### src/rtl/scan_fetch_pkg.sv
package scan_fetch_pkg;

  // Beats needed for a byte count; a zero-byte line still takes one beat.
  function automatic int unsigned f_line_beats(input int unsigned nbytes,
                                               input int unsigned beat_shift);
    int unsigned n;
    n = (nbytes + (32'd1 << beat_shift) - 32'd1) >> beat_shift;
    return (n == 0) ? 32'd1 : n;
  endfunction

  // Saturate a setting into [lo, hi].
  function automatic int unsigned f_clamp(input int unsigned v,
                                          input int unsigned lo,
                                          input int unsigned hi);
    if (v < lo) return lo;
    if (v > hi) return hi;
    return v;
  endfunction

  // Beats of the next burst: the remainder or the burst size, whichever is smaller.
  function automatic int unsigned f_next_burst(input int unsigned remain,
                                               input int unsigned blen);
    return (remain < blen) ? remain : blen;
  endfunction

endpackage

### src/rtl/scan_fetch_walker.sv
module scan_fetch_walker
  import scan_fetch_pkg::*;
#(
  parameter int ADDR_W     = 32,
  parameter int BYTES_W    = 16,
  parameter int LINE_W     = 12,
  parameter int MAX_LINES  = 2048,
  parameter int BEAT_BYTES = 8,
  parameter int MAX_BURST  = 16,
  localparam int BURST_W   = $clog2(MAX_BURST + 1),
  localparam int BEAT_SH   = $clog2(BEAT_BYTES)
) (
  input  logic               clk,
  input  logic               rst_n,
  input  logic               frame_start,
  input  logic [ADDR_W-1:0]  cfg_base,
  input  logic [BYTES_W-1:0] cfg_line_bytes,
  input  logic [BYTES_W-1:0] cfg_pitch,
  input  logic [LINE_W-1:0]  cfg_lines_m1,
  input  logic [BURST_W-1:0] cfg_burst_len,
  input  logic               grant,
  output logic               busy,
  output logic [ADDR_W-1:0]  cur_addr,
  output logic [BURST_W-1:0] cur_beats,
  output logic               ev_line_end,
  output logic               ev_frame_end
);

  logic [ADDR_W-1:0]  line_addr;
  logic [BYTES_W-1:0] beats_left;
  logic [LINE_W-1:0]  line_idx;
  logic [BYTES_W-1:0] sh_line_beats;
  logic [BYTES_W-1:0] sh_pitch;
  logic [LINE_W-1:0]  sh_lines_m1;
  logic [BURST_W-1:0] sh_burst;
  logic [ADDR_W-1:0]  next_line_addr;
  logic               line_last;

  always_comb begin
    cur_beats      = BURST_W'(f_next_burst(32'(beats_left), 32'(sh_burst)));
    line_last      = (beats_left == BYTES_W'(cur_beats));
    next_line_addr = line_addr + ADDR_W'(sh_pitch);
    ev_line_end    = grant && line_last;
    ev_frame_end   = ev_line_end && (line_idx == sh_lines_m1);
  end

  always_ff @(posedge clk or negedge rst_n) begin
    if (!rst_n) begin
      busy          <= 1'b0;
      cur_addr      <= '0;
      line_addr     <= '0;
      beats_left    <= '0;
      line_idx      <= '0;
      sh_line_beats <= '0;
      sh_pitch      <= '0;
      sh_lines_m1   <= '0;
      sh_burst      <= BURST_W'(1);
    end else if (frame_start) begin
      busy          <= 1'b1;
      cur_addr      <= cfg_base;
      line_addr     <= cfg_base;
      line_idx      <= '0;
      beats_left    <= BYTES_W'(f_line_beats(32'(cfg_line_bytes), BEAT_SH));
      sh_line_beats <= BYTES_W'(f_line_beats(32'(cfg_line_bytes), BEAT_SH));
      sh_pitch      <= cfg_pitch;
      sh_lines_m1   <= LINE_W'(f_clamp(32'(cfg_lines_m1), 0, MAX_LINES - 1));
      sh_burst      <= BURST_W'(f_clamp(32'(cfg_burst_len), 1, MAX_BURST));
    end else if (grant) begin
      if (ev_frame_end) begin
        busy <= 1'b0;
      end else if (line_last) begin
        line_idx   <= line_idx + LINE_W'(1);
        line_addr  <= next_line_addr;
        cur_addr   <= next_line_addr;
        beats_left <= sh_line_beats;
      end else begin
        cur_addr   <= cur_addr + (ADDR_W'(cur_beats) << BEAT_SH);
        beats_left <= beats_left - BYTES_W'(cur_beats);
      end
    end
  end

  // a frame pulse points the walker at the captured base
  p_base_load_r2: assert property (@(posedge clk) disable iff (!rst_n)
    frame_start |=> (busy && cur_addr == $past(cfg_base)));

  // an offered burst is never empty and never above the cap
  p_burst_bounds_r4: assert property (@(posedge clk) disable iff (!rst_n)
    busy |-> (cur_beats != 0 && cur_beats <= BURST_W'(MAX_BURST)));

  // the line index stays under the maximum line count
  p_line_cap_r5: assert property (@(posedge clk) disable iff (!rst_n)
    busy |-> (32'(line_idx) < MAX_LINES));

  // the end of the last line leaves the walker idle
  p_frame_end_r8: assert property (@(posedge clk) disable iff (!rst_n)
    (ev_frame_end && !frame_start) |=> !busy);

endmodule

### src/rtl/scan_fetch_outstanding.sv
module scan_fetch_outstanding
  import scan_fetch_pkg::*;
#(
  parameter int MAX_OUT = 8,
  localparam int OUT_W  = $clog2(MAX_OUT + 1)
) (
  input  logic             clk,
  input  logic             rst_n,
  input  logic             frame_start,
  input  logic [OUT_W-1:0] cfg_max_out,
  input  logic             grant,
  input  logic             fill_last,
  output logic             slot_ok
);

  logic [OUT_W-1:0] out_cnt;
  logic [OUT_W-1:0] out_lim;
  logic             retire;

  assign retire  = fill_last && (out_cnt != 0);
  assign slot_ok = (out_cnt < out_lim);

  always_ff @(posedge clk or negedge rst_n) begin
    if (!rst_n) begin
      out_cnt <= '0;
      out_lim <= OUT_W'(1);
    end else begin
      out_cnt <= out_cnt + OUT_W'(grant) - OUT_W'(retire);
      if (frame_start)
        out_lim <= OUT_W'(f_clamp(32'(cfg_max_out), 1, MAX_OUT));
    end
  end

  // unfinished bursts never exceed the limit
  p_out_limit_r6: assert property (@(posedge clk) disable iff (!rst_n)
    out_cnt <= OUT_W'(MAX_OUT));

  // acceptance and retirement on one edge cancel
  p_out_cancel_r6: assert property (@(posedge clk) disable iff (!rst_n)
    (grant && retire) |=> (out_cnt == $past(out_cnt)));

endmodule

### src/rtl/scan_fetch_fifo_track.sv
module scan_fetch_fifo_track #(
  parameter int FIFO_DEPTH = 64,
  parameter int MAX_BURST  = 16,
  localparam int LVL_W     = $clog2(FIFO_DEPTH + 1),
  localparam int BURST_W   = $clog2(MAX_BURST + 1)
) (
  input  logic               clk,
  input  logic               rst_n,
  input  logic               grant,
  input  logic [BURST_W-1:0] grant_beats,
  input  logic [BURST_W-1:0] want_beats,
  input  logic               fill_beat,
  input  logic               pix_pop,
  input  logic               pix_active,
  output logic               room_ok,
  output logic               underrun
);

  logic [LVL_W-1:0] level;
  logic [LVL_W-1:0] inflight;
  logic [LVL_W:0]   used;
  logic [LVL_W:0]   spare;
  logic             pop_ok;
  logic             arrive;

  always_comb begin
    used    = (LVL_W + 1)'(level) + (LVL_W + 1)'(inflight);
    spare   = (LVL_W + 1)'(FIFO_DEPTH) - used;
    room_ok = spare >= (LVL_W + 1)'(want_beats);
    pop_ok  = pix_pop && (level != 0);
    arrive  = fill_beat && (inflight != 0);
  end

  always_ff @(posedge clk or negedge rst_n) begin
    if (!rst_n) begin
      level    <= '0;
      inflight <= '0;
      underrun <= 1'b0;
    end else begin
      level    <= level + LVL_W'(arrive) - LVL_W'(pop_ok);
      inflight <= inflight + (grant ? LVL_W'(grant_beats) : '0) - LVL_W'(arrive);
      underrun <= pix_pop && pix_active && (level == 0);
    end
  end

  // promised plus stored beats never exceed the FIFO
  p_no_overflow_r7: assert property (@(posedge clk) disable iff (!rst_n)
    used <= (LVL_W + 1)'(FIFO_DEPTH));

  // an underrun always follows an active-video pop
  p_under_cause_r9: assert property (@(posedge clk) disable iff (!rst_n)
    underrun |-> $past(pix_pop && pix_active));

endmodule

### src/rtl/scan_fetch_top.sv
module scan_fetch_top #(
  parameter int ADDR_W     = 32,
  parameter int BYTES_W    = 16,
  parameter int LINE_W     = 12,
  parameter int MAX_LINES  = 2048,
  parameter int BEAT_BYTES = 8,
  parameter int MAX_BURST  = 16,
  parameter int MAX_OUT    = 8,
  parameter int FIFO_DEPTH = 64,
  localparam int BURST_W   = $clog2(MAX_BURST + 1),
  localparam int OUT_W     = $clog2(MAX_OUT + 1)
) (
  input  logic               clk,
  input  logic               rst_n,
  input  logic               frame_start,
  input  logic [ADDR_W-1:0]  cfg_base,
  input  logic [BYTES_W-1:0] cfg_line_bytes,
  input  logic [BYTES_W-1:0] cfg_pitch,
  input  logic [LINE_W-1:0]  cfg_lines_m1,
  input  logic [BURST_W-1:0] cfg_burst_len,
  input  logic [OUT_W-1:0]   cfg_max_out,
  output logic               req_valid,
  input  logic               req_ready,
  output logic [ADDR_W-1:0]  req_addr,
  output logic [BURST_W-1:0] req_beats,
  input  logic               fill_beat,
  input  logic               fill_last,
  input  logic               pix_pop,
  input  logic               pix_active,
  output logic               underrun,
  output logic               frame_busy
);

  logic grant;
  logic slot_ok;
  logic room_ok;
  logic ev_line_end;
  logic ev_frame_end;

  assign req_valid = frame_busy && slot_ok && room_ok;
  assign grant     = req_valid && req_ready;

  scan_fetch_walker #(
    .ADDR_W(ADDR_W), .BYTES_W(BYTES_W), .LINE_W(LINE_W),
    .MAX_LINES(MAX_LINES), .BEAT_BYTES(BEAT_BYTES), .MAX_BURST(MAX_BURST)
  ) u_walker (
    .clk(clk), .rst_n(rst_n), .frame_start(frame_start),
    .cfg_base(cfg_base), .cfg_line_bytes(cfg_line_bytes), .cfg_pitch(cfg_pitch),
    .cfg_lines_m1(cfg_lines_m1), .cfg_burst_len(cfg_burst_len),
    .grant(grant), .busy(frame_busy), .cur_addr(req_addr), .cur_beats(req_beats),
    .ev_line_end(ev_line_end), .ev_frame_end(ev_frame_end)
  );

  scan_fetch_outstanding #(.MAX_OUT(MAX_OUT)) u_out (
    .clk(clk), .rst_n(rst_n), .frame_start(frame_start), .cfg_max_out(cfg_max_out),
    .grant(grant), .fill_last(fill_last), .slot_ok(slot_ok)
  );

  scan_fetch_fifo_track #(.FIFO_DEPTH(FIFO_DEPTH), .MAX_BURST(MAX_BURST)) u_fifo (
    .clk(clk), .rst_n(rst_n), .grant(grant), .grant_beats(req_beats),
    .want_beats(req_beats), .fill_beat(fill_beat), .pix_pop(pix_pop),
    .pix_active(pix_active), .room_ok(room_ok), .underrun(underrun)
  );

  // a stalled request holds still
  p_req_stable_r10: assert property (@(posedge clk) disable iff (!rst_n)
    (req_valid && !req_ready && !frame_start) |=>
      (req_valid && $stable(req_addr) && $stable(req_beats)));

  // a burst that ends a line is never longer than one burst
  p_line_end_len_r3: assert property (@(posedge clk) disable iff (!rst_n)
    ev_line_end |-> (req_beats <= BURST_W'(MAX_BURST)));

endmodule

### config.mk
export PLATFORM = sky130hd
export DESIGN_NAME = scan_fetch_top
export DESIGN_NICKNAME = d
export VERILOG_FILES = /design/src/rtl/scan_fetch_pkg.sv /design/src/rtl/scan_fetch_walker.sv /design/src/rtl/scan_fetch_outstanding.sv /design/src/rtl/scan_fetch_fifo_track.sv /design/src/rtl/scan_fetch_top.sv
export SDC_FILE = /design/constraint.sdc
export NUM_CORES = 1
export LEC_CHECK = 0
export BUFFER_PORTS_ARGS = -buffer_cell sky130_fd_sc_hd__clkbuf_2
export CAP_MARGIN = 10
export CELL_PAD_IN_SITES_DETAIL_PLACEMENT = 0
export CELL_PAD_IN_SITES_GLOBAL_PLACEMENT = 1
export CORE_MARGIN = 2
export CORE_UTILIZATION = 30
export CTS_BUF_LIST = sky130_fd_sc_hd__clkbuf_4
export DETAILED_ROUTE_END_ITERATION = 10
export PLACE_DENSITY = 0.65
export SYNTH_ARGS = -nofsm -noshare
export SYNTH_HDL_FRONTEND = slang
export SYNTH_HIERARCHICAL = 1
export SYNTH_SLANG_ARGS = --single-unit
### constraint.sdc
create_clock -name clk -period 7.9 [get_ports clk]
set_clock_uncertainty 0.2 [all_clocks]
set_input_delay 0.79 -clock clk [delete_from_list [all_inputs] [get_ports clk]]
set_output_delay 0.79 -clock clk [all_outputs]
set_load 0.02 [all_outputs]
After elaboration in Yosys (flattened, before gate mapping)
Cells that the tools add are included.

Flip-flop bits (word level): 165. Bits of input ports: 93. Output and inout port bits: 40.

Add/subtract/negate cells: 14. Magnitude comparators: 8. Equality and inequality tests: 3. Muxes and demuxes: 44. Reductions and logical operators: 21.

Operators by type and width (number): 32-bit 2-to-1 mux (8); 16-bit 2-to-1 mux (5); 12-bit 2-to-1 mux (5); 32-bit by 16-bit adder with 32-bit output (1); 32-bit by 8-bit adder with 32-bit output (1); 32-bit zero test (1); 5-bit 2-to-1 mux (5); 17-bit by 1-bit subtractor with 18-bit output, second input constant (1); 16-bit by 4-bit adder with 17-bit output, second input constant (1); 1-bit 2-to-1 mux (17); 16-bit by 5-bit equality test with 1-bit output (1); 16-bit by 5-bit < comparator with 1-bit output (1); 16-bit by 5-bit subtractor with 16-bit output (1); 7-bit nonzero test (2); 7-bit by 1-bit subtractor with 7-bit output (2); 12-bit by 1-bit adder with 12-bit output, second input constant (1); 12-bit equality test (1); 12-bit by 11-bit > comparator with 1-bit output, second input constant (1); 4-bit 2-to-1 mux (3); 11-bit 2-to-1 mux (1); 1-bit logical AND (10); 7-bit by 7-bit adder with 8-bit output (1); 8-bit by 5-bit greater-or-equal comparator with 1-bit output (1); 7-bit by 8-bit subtractor with 8-bit output, first input constant (1); other kinds (15) (18).

Logic depth before layout (Yosys ltp)
Depth in word-level cells: 10. Gate-level depth with buffers: 25. Depth with buffers taken out: 25.

Hierarchy
The synthesis kept the hierarchy.

Modules (own cells, without submodules): scan_fetch_walker (times used 1, cells an instance 1039, area each 9172.5 um^2, sequential area each 3504.6 um^2); scan_fetch_fifo_track (times used 1, cells an instance 180, area each 1609.0 um^2, sequential area each 375.4 um^2); scan_fetch_outstanding (times used 1, cells an instance 48, area each 484.2 um^2, sequential area each 201.4 um^2); scan_fetch_top (times used 1, cells an instance 2, area each 16.3 um^2, sequential area each 0.0 um^2).

Worst setup path after synthesis
OpenSTA, ideal clock, no wires.

Path kind: flip-flop to flip-flop. Start: register u_walker.beats_left[1]. End: register u_fifo.inflight[6]. Setup time: 0.069 ns. Arrival time: 4.812 ns. Path slack: 2.820 ns. Stages on the path, launching flop included: 25. Buffers on the path: 0. Clock period less this slack: 5.080 ns. Cell sequence: dfrtp_1 > ha_1 > a21boi_0 > o21ai_0 > a21boi_0 > o21ai_0 > nand2_1 > mux2i_1 > inv_1 > ha_1 > o21ai_0 > o21ai_0 > o211ai_1 > nand4_1 > and4_1 > nand2_1 > ha_1 > inv_1 > ha_1 > inv_1 > fa_1 > nor2b_4 > o31a_1 > or4_1 > nand3_1.

Cells in the longest elaborated chain, start to end: 8.

Ends and longest elaborated chain: start, declared (line scan_fetch_walker.sv:30) `logic [BYTES_W-1:0] beats_left;`; start signal, assigned (line scan_fetch_walker.sv:63) `beats_left <= BYTES_W'(f_line_beats(32'(cfg_line_bytes), BEAT_SH));`; start signal, assigned (line scan_fetch_walker.sv:75) `beats_left <= sh_line_beats;`; start signal, assigned (line scan_fetch_walker.sv:78) `beats_left <= beats_left - BYTES_W'(cur_beats);`; 16-bit by 5-bit < comparator with 1-bit output (line scan_fetch_pkg.sv:23) `return (remain < blen) ? remain : blen;`; 5-bit 2-to-1 mux (*) (line scan_fetch_pkg.sv:23); net req_beats[1] (line scan_fetch_top.sv:25) `output logic [BURST_W-1:0] req_beats,`; 8-bit by 5-bit greater-or-equal comparator with 1-bit output (*) (line scan_fetch_fifo_track.sv:29) `room_ok = spare >= (LVL_W + 1)'(want_beats);`; net room_ok (line scan_fetch_top.sv:36) `logic room_ok;`; 1-bit logical AND (*) (line scan_fetch_top.sv:40) `assign req_valid = frame_busy && slot_ok && room_ok;`; 1-bit logical AND (*) (line scan_fetch_top.sv:41) `assign grant = req_valid && req_ready;`; net grant (line scan_fetch_top.sv:34) `logic grant;`; 5-bit 2-to-1 mux (*) (line scan_fetch_fifo_track.sv:41) `inflight <= inflight + (grant ? LVL_W'(grant_beats) : '0) - LVL_W'(arrive);`; 7-bit adder (*) (line scan_fetch_fifo_track.sv:41); 7-bit by 1-bit subtractor with 7-bit output (*) (line scan_fetch_fifo_track.sv:41); end signal, assigned (line scan_fetch_fifo_track.sv:41); end, declared (line scan_fetch_fifo_track.sv:20) `logic [LVL_W-1:0] inflight;`.

Mark *: on every way through the listed nets, which the timed path passes. The rest lies on a longest branch. A chain may end at the register's enable or synchronous reset.

Worst setup path in the final report
Start: register u_walker.beats_left[1]. End: register u_walker.line_idx[11].

Cells in the longest elaborated chain, start to end: 9. Elaborated cells on any way between the ends: 12.

Ends and longest elaborated chain: 16-bit by 5-bit < comparator with 1-bit output (line scan_fetch_pkg.sv:23); 5-bit 2-to-1 mux (*) (line scan_fetch_pkg.sv:23); 8-bit by 5-bit greater-or-equal comparator with 1-bit output (*) (line scan_fetch_fifo_track.sv:29); net room_ok (line scan_fetch_top.sv:36); 1-bit logical AND (*) (line scan_fetch_top.sv:40); 1-bit logical AND (*) (line scan_fetch_top.sv:41); net grant (line scan_fetch_top.sv:34); 1-bit logical AND (*) (line scan_fetch_walker.sv:43) `ev_line_end = grant && line_last;`; net ev_line_end (line scan_fetch_top.sv:37) `logic ev_line_end;`; 1-bit logical AND (*) (line scan_fetch_walker.sv:44) `ev_frame_end = ev_line_end && (line_idx == sh_lines_m1);`; 2-bit != test (no source line) (*); 3-bit AND reduction (no source line) (*); end signal, assigned (line scan_fetch_walker.sv:72) `line_idx <= line_idx + LINE_W'(1);`; end, declared (line scan_fetch_walker.sv:31) `logic [LINE_W-1:0] line_idx;`.

Marks and branches as above.

==> impl_metrics.py <==
metrics = {
    "setup_path": {
        "worst-endpoint-arrival_ns": 6.34,
        "setup.worst_path.class": "reg2reg",
        "cp-end-kind": "flip-flop",
        "r2r_cells": 20,
        "critical_path_required_time_ns": 8.24,
        "timing.critical_path.fanout_max": 22,
        "crit-reg2reg-capture": "u_walker/line_idx[11]$_DFFE_PN0P_",
        "worst_r2r_startpoint": "u_walker/beats_left[1]$_DFFE_PN0P_",
        "setup.worst_path.start_class": "flip-flop",
        "reg_to_reg_setup_timing_slack_ns": 1.90,
    },
    "cts": {
        "clock_path_buffers": 2,
        "count_of_clock_tree_sinks": 163,
        "cts.repair.resized": 0,
        "worst_skew_pair.late_latency_ns": 0.61,
        "number_of_buffers_created_by_cts": 17,
        "htreeDepth": 4,
        "clkTransAtPathRegs_ns": 0.15,
        "ctsRootBufferMaster": "sky130_fd_sc_hd__clkbuf_4",
        "tritoncts": "yes",
    },
    "pwr": {
        "p_total_uw": 3580,
        "pwr-share-clk_pct": 14.4,
        "power.static_leakage_uw": 0.00552,
        "ir_worst_vdd_mv": 0.126,
        "power.share.switching_pct": 45.1,
        "powerDensity_mw_per_mm2": 284,
        "power.share.combinational_pct": 52.2,
        "switchingPower_uw": 1610,
        "share_seq_of_total_power_pct": 33.4,
        "p_int_uw": 1970,
    },
    "finish": {
        "syn_to_final_growth_pct": 11.9,
        "num-fill-cells": 3909,
        "post_route_standard_cell_area_excluding_fillers_sq_mm": 0.0126,
        "fin_nets": 1553,
        "drive_gt1_share_pct": 16.3,
    },
    "placed_design": {
        "number_of_buffers_inserted_by_port_buffering": 132,
        "detailedPlace.worstSlack_ns": 1.88,
        "finalWeightedCongestion": 0.843,
        "dp.final_hpwl_um": 25200,
        "postPlaceCellArea_sq_mm": 0.0123,
    },
    "sta": {
        "timing.slew.headroom_pct": 18.6,
        "finalSetupViolCount": 0,
        "layout_setup_ws_ns": 1.90,
        "slew_viol_final": 0,
        "fin_hold_ws_ns": 0.175,
        "final_hold_viols": 0,
        "fin_tns_setup_ns": 0,
        "worst_margin_pin_slew_ns": 1.22,
        "max_clock_freq_ghz": 0.167,
        "final_min_period_over_clock_period_pct": 76.0,
        "rsz0062_at_grt": "no",
        "minimum_clock_period_ns": 6.00,
    },
    "floorplanning": {
        "row_count": 71,
        "ios": 133,
        "die_height_um": 198,
        "die_area_sq_mm": 0.0392,
        "initial_utilization_pct": 30.2,
        "die_w_um": 198,
        "floorplan.core_area_sq_mm": 0.0373,
    },
    "global_route": {
        "grt_start_max_net_pins": 65,
        "initial_antenna_violation_count": 1,
        "vias_in_the_first_global_route": 9592,
        "globalRouteTotalUtil_pct": 18.0,
        "global_route_wire_length_before_repair_um": 54800,
        "grt_overflow_total": 0,
    },
    "route": {
        "drtAntennaViolNets": 0,
        "drc_errors": 0,
        "post_drt_via_cell_ratio": 5.23,
        "routedWlPerCell_um": 18.4,
        "num_vias": 9740,
        "first_pass_iters": 5,
        "drt_first_iter_violations": 614,
        "wl_um": 34300,
    },
    "yosys": {
        "warnings_synthesis": 6,
        "synthesis.area_per_instance_sq_um": 8.89,
        "synth.net_count": 1445,
        "synth_cells": 1268,
        "post_synth_instance_area_sq_mm": 0.0113,
    },
    "hold_path": {
        "hold-path-cell-count": 3,
        "hold_path.startpoint": "pix_active",
        "hold_class": "in2reg",
        "hold_crit_endpoint": "u_fifo/underrun$_DFF_PN0_",
    },
    "job": {
        "drv.max_cap_violation_count": 0,
    },
    "run_status": {
        "run_status": "finished, final reports clean",
    },
}
[through the flow]
step | util (%) | cells
after global routing | 33.8 | 1864
final | 33.8 | 1864
after detailed placement | 33.1 | 1830
after CTS | 33.8 | 1863
after global placement | 33.1 | 1830
after floorplan | - | 1268
[sequential cells by signal, summed over array words and instances (netlist names)]
register	count
u_out/out_cnt	4
u_fifo/inflight	7
u_walker/sh_burst	5
u_fifo/underrun	1
u_walker/busy	1
u_walker/line_idx	12
u_walker/cur_addr	32
u_out/out_lim	4
u_fifo/level	7
u_walker/sh_line_beats	14
u_walker/sh_pitch	16
u_walker/line_addr	32
u_walker/sh_lines_m1	12
u_walker/beats_left	16
[cell type report]
cell class                 instances  area [sq um]  area share [%]
multi-input combinational        967          6610            52.4
antenna                            1          2.50          0.0198
tap                              474           593            4.70
clock inverter                    12           116           0.922
sequential                       163          4080            32.3
clock buffer                      20           150            1.19
inverter                          86           323            2.56
timing repair buffer             141           739            5.86
[per-layer routing]
layer  vias up  global-route usage (%)  wire length, um
met5         -                       0                0
met4         0                    5.76              793
met3        40                    2.91             1420
met2       212                    29.2            15900
met1      4700                    24.4            16200
li1       4788                       -                -
[how the worst max path moves through the flow]
stage	start	to	slack, ns	cells past startpoint
after global placement	u_walker/beats_left[1]$_DFFE_PN0P_	u_walker/line_idx[11]$_DFFE_PN0P_	2.08	20
after global routing	u_walker/beats_left[1]$_DFFE_PN0P_	u_walker/line_idx[11]$_DFFE_PN0P_	1.30	20
after detailed placement	u_walker/beats_left[1]$_DFFE_PN0P_	u_walker/line_idx[11]$_DFFE_PN0P_	1.88	20
after floorplan	u_walker/beats_left[1]$_DFFE_PN0P_	u_fifo/inflight[6]$_DFF_PN0_	2.82	24
final	u_walker/beats_left[1]$_DFFE_PN0P_	u_walker/line_idx[11]$_DFFE_PN0P_	1.90	20
after CTS	u_walker/beats_left[1]$_DFFE_PN0P_	u_walker/line_idx[11]$_DFFE_PN0P_	1.84	20
[cells in the final DEF (no fill, tap or decap), drive strengths merged, types with 24 or more instances in the layout]
master  instances
dfrtp         161
clkbuf        150
o21ai         111
nand2         109
a21oi          92
nor2           91
inv            86
ha             77
xor2           57
nand3          43
xnor2          30
mux2           27
nor3           24
[power by group through the flow]
stage	registers [uW]	clock network, uW	logic (uW)
2_1_floorplan	1210	0	1350
3_3_place_gp	1210	0	1850
3_5_place_dp	1210	0	1870
4_1_cts	1200	544	1880
5_1_grt	1220	573	2140
6_report	1190	516	1870
[worst max-delay path, cell delays in order (launching register included)]
cell,delay (ns)
sky130_fd_sc_hd__dfrtp_1,0.46
sky130_fd_sc_hd__ha_1,0.29
sky130_fd_sc_hd__a21boi_0,0.15
sky130_fd_sc_hd__o21ai_0,0.09
sky130_fd_sc_hd__a21boi_0,0.16
sky130_fd_sc_hd__o21ai_0,0.09
sky130_fd_sc_hd__nand2_1,0.31
sky130_fd_sc_hd__mux2i_1,0.65
sky130_fd_sc_hd__inv_1,0.11
sky130_fd_sc_hd__ha_1,0.30
sky130_fd_sc_hd__o21ai_0,0.06
sky130_fd_sc_hd__o21ai_0,0.15
sky130_fd_sc_hd__o211ai_1,0.13
sky130_fd_sc_hd__nand4_1,0.11
sky130_fd_sc_hd__and4_1,0.64
sky130_fd_sc_hd__nand2_1,0.15
sky130_fd_sc_hd__clkinv_1,0.12
sky130_fd_sc_hd__and2_1,0.85
sky130_fd_sc_hd__nand4_2,0.35
sky130_fd_sc_hd__or3_1,0.43
sky130_fd_sc_hd__a21oi_1,0.14
[what timing repair did]
action                                 in CTS  in global routing
endpoints found under the hold margin      56                  0
setup buffers                               0                  0
hold buffers                                1                  0
Note: power is estimated with default switching activity, not from simulation.
